===== src/rtl/ctimer_pkg.sv =====
package ctimer_pkg;
  // Strobes from the control half to the datapath half
  typedef struct packed {
    logic loadCount;
    logic incCount;
    logic loadCmp;
  } ctlStrobes_t;
endpackage


===== src/rtl/ctimer_ctrl.sv =====
module ctimer_ctrl
  import ctimer_pkg::*;
(
  input  logic        clk,
  input  logic        rstN,
  input  logic        tickEn,
  input  logic        countHold,
  input  logic        cntWrEn,
  input  logic        cmpWrEn,
  input  logic        hitNext,
  output ctlStrobes_t strb,
  output logic        pendQ
);
  logic setPend;
  logic clrPend;

  always_comb begin
    strb.loadCount = cntWrEn;
    // A counter load pre-empts the tick; a hold blocks it
    strb.incCount  = tickEn && !countHold && !cntWrEn;
    strb.loadCmp   = cmpWrEn;
    clrPend        = cmpWrEn;
    setPend        = strb.incCount && hitNext;
  end

  // Clear has priority over a match in the same cycle
  always_ff @(posedge clk) begin
    if (!rstN) begin
      pendQ <= 1'b0;
    end else if (clrPend) begin
      pendQ <= 1'b0;
    end else if (setPend) begin
      pendQ <= 1'b1;
    end
  end
endmodule


===== src/rtl/ctimer_dp.sv =====
module ctimer_dp
  import ctimer_pkg::*;
#(
  parameter int CNT_W  = 32,
  parameter int LINE_N = 8,
  parameter int SEL_W  = $clog2(LINE_N)
) (
  input  logic              clk,
  input  logic              rstN,
  input  ctlStrobes_t       strb,
  input  logic [CNT_W-1:0]  cntWrData,
  input  logic [CNT_W-1:0]  cmpWrData,
  input  logic [SEL_W-1:0]  lineSel,
  input  logic              pendQ,
  output logic [CNT_W-1:0]  countQ,
  output logic              hitNext,
  output logic [LINE_N-1:0] irqLines
);
  logic [CNT_W-1:0] cmpQ;
  logic [CNT_W-1:0] countInc;

  // Modulo-2^CNT_W increment; the carry out is dropped
  assign countInc = countQ + CNT_W'(1);
  assign hitNext  = (countInc == cmpQ);

  always_ff @(posedge clk) begin
    if (!rstN) begin
      countQ <= '0;
    end else if (strb.loadCount) begin
      countQ <= cntWrData;
    end else if (strb.incCount) begin
      countQ <= countInc;
    end
  end

  always_ff @(posedge clk) begin
    if (!rstN) begin
      cmpQ <= '0;
    end else if (strb.loadCmp) begin
      cmpQ <= cmpWrData;
    end
  end

  // Line decoder: one gate per output line
  for (genvar g = 0; g < LINE_N; g++) begin : gLine
    assign irqLines[g] = pendQ && (lineSel == SEL_W'(g));
  end
endmodule


===== src/rtl/ctimer_top.sv =====
module ctimer_top
  import ctimer_pkg::*;
#(
  parameter int CNT_W   = 32,
  parameter int LINE_N  = 8,
  parameter bit REV2_EN = 1'b1,
  localparam int SEL_W  = $clog2(LINE_N)
) (
  input  logic              clk,
  input  logic              rstN,
  input  logic              tickEn,
  input  logic              countHold,
  input  logic [SEL_W-1:0]  lineSel,
  input  logic              cntWrEn,
  input  logic [CNT_W-1:0]  cntWrData,
  input  logic              cmpWrEn,
  input  logic [CNT_W-1:0]  cmpWrData,
  output logic [CNT_W-1:0]  cntRdData,
  output logic              timerPend,
  output logic [LINE_N-1:0] irqLines
);
  ctlStrobes_t strb;
  logic        pendQ;
  logic        hitNext;

  ctimer_ctrl ctrl_i (
    .clk       (clk),
    .rstN      (rstN),
    .tickEn    (tickEn),
    .countHold (countHold),
    .cntWrEn   (cntWrEn),
    .cmpWrEn   (cmpWrEn),
    .hitNext   (hitNext),
    .strb      (strb),
    .pendQ     (pendQ)
  );

  ctimer_dp #(
    .CNT_W  (CNT_W),
    .LINE_N (LINE_N),
    .SEL_W  (SEL_W)
  ) dp_i (
    .clk       (clk),
    .rstN      (rstN),
    .strb      (strb),
    .cntWrData (cntWrData),
    .cmpWrData (cmpWrData),
    .lineSel   (lineSel),
    .pendQ     (pendQ),
    .countQ    (cntRdData),
    .hitNext   (hitNext),
    .irqLines  (irqLines)
  );

  if (REV2_EN) begin : gPendOut
    assign timerPend = pendQ;
  end else begin : gPendOff
    assign timerPend = 1'b0;
  end
endmodule


===== config.mk =====
export PLATFORM = sky130hd
export DESIGN_NAME = ctimer_top
export DESIGN_NICKNAME = d
export VERILOG_FILES = /design/src/rtl/ctimer_pkg.sv /design/src/rtl/ctimer_ctrl.sv /design/src/rtl/ctimer_dp.sv /design/src/rtl/ctimer_top.sv
export SDC_FILE = /design/constraint.sdc
export NUM_CORES = 1
export LEC_CHECK = 0
export ABC_AREA = 1
export BUFFER_PORTS_ARGS = -buffer_cell sky130_fd_sc_hd__buf_2
export CAP_MARGIN = 20
export CORE_UTILIZATION = 40
export CTS_BUF_LIST = sky130_fd_sc_hd__clkbuf_4 sky130_fd_sc_hd__clkbuf_8
export DETAILED_ROUTE_END_ITERATION = 7
export SETUP_SLACK_MARGIN = 0.05
export SYNTH_ARGS = -nofsm -noshare
export SYNTH_HDL_FRONTEND = slang
export SYNTH_SLANG_ARGS = --single-unit

===== constraint.sdc =====
create_clock -name clk -period 2.1 [get_ports clk]
set_input_delay 0.105 -clock clk [delete_from_list [all_inputs] [get_ports clk]]
set_output_delay 0.105 -clock clk [all_outputs]
set_load 0.03 [all_outputs]

Word level (Yosys, flattened, before mapping)
Index checks and enable logic that the tools add are counted.
Cells by class
  add/subtract/negate cells: 1
  eq/ne operators: 8
  multiplexer cells: 2
  bitwise logic cells: 1
  reductions and logical operators: 16
Operators by type and width (count)
  $mux W32: 2
  $add A32 B1 Y32 const B: 1
  $eq A32 B32 Y1: 1
  $eq A3 B3 Y1 const B: 4
  $logic_and A1 B1 Y1: 11
  $eq A3 B2 Y1 const B: 2
  $eq A3 B1 Y1 const B: 1
  $logic_not A3 Y1: 1
  $logic_not A1 Y1: 2
  $reduce_bool A2 Y1: 1
  $reduce_or A2 Y1: 1
  $not A1 Y1: 1
Word-level totals
  bits in registers: 65
  input port bits: 73

Logic depth before layout (Yosys ltp)
  word-level depth: 5
  gate-level depth with buffers: 15
  gate-level depth less buffers: 15

By module
A second synthesis with hierarchy kept.
Unflattened totals
  cells, all modules: 732
  area, all modules: 4297.9 µm²
By module, submodules not included
  ctimer_dp: instances 1, cells an instance 720, area an instance 4225.3 µm²
  ctimer_ctrl: instances 1, cells an instance 12, area an instance 72.6 µm²

Worst setup path after synthesis
Ideal clock, no wire load.
  path type: reg-to-reg
  start point: reg dp_i.countQ[0]
  end point: reg ctrl_i.pendQ
  setup time: 70 ps
  arrival: 1950 ps
  data required time: 2030 ps
  path slack: 80 ps
  stages on the path, launching flop included: 14
  path buffers: 0
  clock period less this slack: 2020 ps
  cell sequence: dfxtp_1 > ha_1 > nand2_2 > nor2_4 > nand2_1 > nor2_4 > nand2_1 > nand3b_1 > nand2_1 > nor2_1 > nand3_1 > nor2_1 > nand3_1 > a21oi_1
Between the ends
  word-level cells in the longest chain between the ends: 3
RTL lines
  from (decl): RTL line ctimer_dp.sv:15  | output logic [CNT_W-1:0] countQ,
  from (signal assigned): RTL line ctimer_dp.sv:30  | countQ <= cntWrData;
  from (signal assigned): RTL line ctimer_dp.sv:32  | countQ <= countInc;
  $add A32 B1 Y32: RTL line ctimer_dp.sv:23  | assign countInc = countQ + CNT_W'(1);
  $eq A32 B32 Y1: RTL line ctimer_dp.sv:24  | assign hitNext = (countInc == cmpQ);
  $logic_and A1 B1 Y1: RTL line ctimer_ctrl.sv:23  | setPend = strb.incCount && hitNext;
  to (signal assigned): RTL line ctimer_ctrl.sv:29  | pendQ <= 1'b0;
  to (signal assigned): RTL line ctimer_ctrl.sv:31  | pendQ <= 1'b0;
  to (signal assigned): RTL line ctimer_ctrl.sv:33  | pendQ <= 1'b1;
  to (decl): RTL line ctimer_ctrl.sv:12  | output logic pendQ
No other way between the ends.
A chain may end at the register's enable or synchronous reset.

Worst setup path in the final report
  start point: reg dp_i.countQ[1]
  end point: reg ctrl_i.pendQ
Same word-level chain as after synthesis.

==> results_dict.tcl <==
set metrics [dict create \
    min_to "dp_i.countQ[23]" \
    drv_cap 0 \
    cp.required_ps 2390 \
    cts_sinks 65 \
    cpMaxStageDelayCell "dfxtp_4" \
    slew_viol_final 0 \
    ctsHtreeMaxLevel 3 \
    ys_types 20 \
    use_met3 0.0405 \
    netlist_area_sq_um 4250 \
    maxSlewHeadroom 0.713 \
    die-area_sq_um 11000 \
    end_kind "flop" \
    drive_gt1_frac 0.292 \
    clock_path_buffers 2 \
    grt_pass1_wl_mm 26.0 \
    cts_tree "done" \
    die_w_um 105 \
    crit_fanout 3 \
    gr-total-overflow 0 \
    postRouteAntennaNets 0 \
    critPathTopFamily "simple AND/OR/NAND/NOR gates" \
    setup_ws_ps 80.0 \
    place_ws_ps -169 \
    finalCriticalPeriod_ps 2020 \
    design_area_sq_um 5980 \
    stdcell_count 1069 \
    syn2layout_area_growth_pct 40.8 \
    hold_violations 0 \
    syn_area_per_cell_sq_um 5.68 \
    tightest_slew_ps 430 \
    synth_nets 822 \
    grt_pass1_vias 5198 \
    n_antenna_cell 0 \
    io_pins 114 \
    dr.first_iter.drc_count 307 \
    port_buffers 113 \
    path_cells "ha_4 > buf_4 > nand3_2 > buf_4 > nand2_2 > nand3_2 > nand3_1 > nor2_2 > nand2_2 > nor2_2 > nand3_2 > nor2_2 > nand3_1 > a21oi_1" \
    start_util 0.412 \
    reg2reg_from "dp_i.countQ[1]" \
    skew_ps 8.13 \
    power-per-cell-area_nw_per_um2 519 \
    finalCritPeriodShare 0.962 \
    start_kind "flop" \
    r2r_setup_slack_ps 80 \
    antenna_found_initial 0 \
    max_freq_mhz 495 \
    cts_root_buffer "clkbuf_8" \
    drt-pass1-iter-count 5 \
    drt-total-wl_mm 16.3 \
    setup_viol 0 \
    grt_max_degree 33 \
    insertion_delay_ps 360 \
    place_inst 1029 \
    worstHoldStart "cntWrData[23]" \
    routed_via_density 5.07 \
    gr-max-usage-layer "met2" \
    peakVddDrop_v 0.000307 \
    synthCells 748 \
    path_clk_slew_ps 70 \
    rsz0062_at_grt "yes" \
    outcome "completed" \
    crit_buf_inv 2 \
    crit_type "reg -> reg" \
    gp_congestion 0.969 \
    nNetsFinal 1004 \
    ys_warn_count 0 \
    drc 0 \
    ys_seq_area_frac 0.306 \
    met2_usage 0.510 \
    dp_hpwl_mm 12.3 \
    leakage_nw 2.76 \
    r2r.worst_path.cells 14 \
    avgRoutedWirePerCell_um 15.2 \
    hold_path_class "in -> reg" \
    reg2reg_to "ctrl_i.pendQ" \
    track_usage 0.306 \
    ys_seq_elements 65 \
    die_h_um 105 \
    cpPeakStageDelay_ps 360 \
    placed_area_sq_um 5310 \
    via_count 5418 \
    numCtsBuffers 9 \
    arrival_ps 2310 \
    core_sq_um 10300 \
    rows 37 \
    worstHoldPathCells 3 \
    grt_use_met1 0.403 \
    hold_ws_ps 10.2 \
]
==> routing by layer <==
metal | share of wire | vias to the layer above
met5 | 0 | -
met4 | 0.020 | 0
met3 | 0.055 | 19
met2 | 0.46 | 160
met1 | 0.46 | 2491
li1 | - | 2748
==> through the flow <==
stage	util	setup TNS [ps]	power, mW
3_5_place_dp	0.515	-169	2.04
4_1_cts	0.553	0	3.08
6_report	0.579	0	3.10
5_1_grt	0.579	-51.2	3.25
2_1_floorplan	-	0	1.77
3_3_place_gp	0.515	-139	2.03
==> Yosys cell counts (all sizes together) <==
cell	count	area, sq um
nand2	297	1130
nor2	106	445
nand3	79	395
inv	72	270
dfxtp	65	1300
a31oi	32	200
o21ai	32	160
a21oi	22	110
clkbuf	21	78.8
nand3b	15	113
and2	1	6.26
buf	1	3.75
clkinv	1	3.75
ha	1	12.5
nand4	1	6.26
or2	1	6.26
xor2	1	8.76
==> worst max path at each step <==
stage | start | endpoint | slack [ps] | cells after the start
global route | dp_i.countQ[12] | ctrl_i.pendQ | -50 | 12
detailed placement | dp_i.countQ[2] | ctrl_i.pendQ | -170 | 15
floorplan | dp_i.countQ[0] | ctrl_i.pendQ | 80 | 13
CTS | dp_i.countQ[12] | ctrl_i.pendQ | 50 | 14
global placement | dp_i.countQ[2] | ctrl_i.pendQ | -140 | 15
finish | dp_i.countQ[1] | ctrl_i.pendQ | 80 | 14
==> layout make-up <==
type                            count  area (sq um)
Inverter                           73           274
Timing Repair Buffer              193          1210
Clock buffer                       14           174
Tap cell                          136           170
Sequential cell                    65          1330
Multi-Input combinational cell    588          2830
Fill cell                        1051          4340
==> repair_timing <==
item	in CTS	in global routing
setup endpoints to repair	1	1
gates resized for setup	23	61
pin swaps	13	29
hold buffers	12	0
setup buffers	3	13
hold endpoints to repair	12	0
==> state kept, by name, indices dropped and copies added (netlist names) <==
signal and cells:
ctrl_i.pendQ 1, dp_i.cmpQ 32, dp_i.countQ 32
==> worst min-delay path: stages <==
cell     delay (ps)
buf_2           100
nand2_1          50
a31oi_1          70
==> cells in the final DEF, fill, tap and decap left out, types with 3 or more instances in the layout <==
cell             n
dlygate4sd3_1   12
nand2_2         17
nand3b_1        15
nor2_4          15
a21oi_1         21
o21ai_0         32
buf_2          113
inv_1           70
a31oi_1         32
nand2_1        278
buf_6            4
clkbuf_8        11
dfxtp_4          6
nor2_1          71
dfxtp_1         57
buf_4           64
nand3_2          9
clkbuf_4         3
nor2_2          20
nand3_1         69
==> power by group <==
part / internal, mW / switching (mW)
registers: 1.31 / 0.0733
logic: 0.279 / 0.423
clock network: 0.521 / 0.496
==> cell families (layout without fill, tap and decap cells) <==
family	after synthesis	count (layout)	synth area share
AOI/OAI and AO/OA	86	86	0.111
xor gates and xnor gates	1	1	0.00206
and+or+nand+nor	500	500	0.494
adders and majority gates	1	1	0.00294
DFF	65	65	0.306
buffers and inverters	95	280	0.0839
No activity file was read; power rests on OpenSTA's default activity.
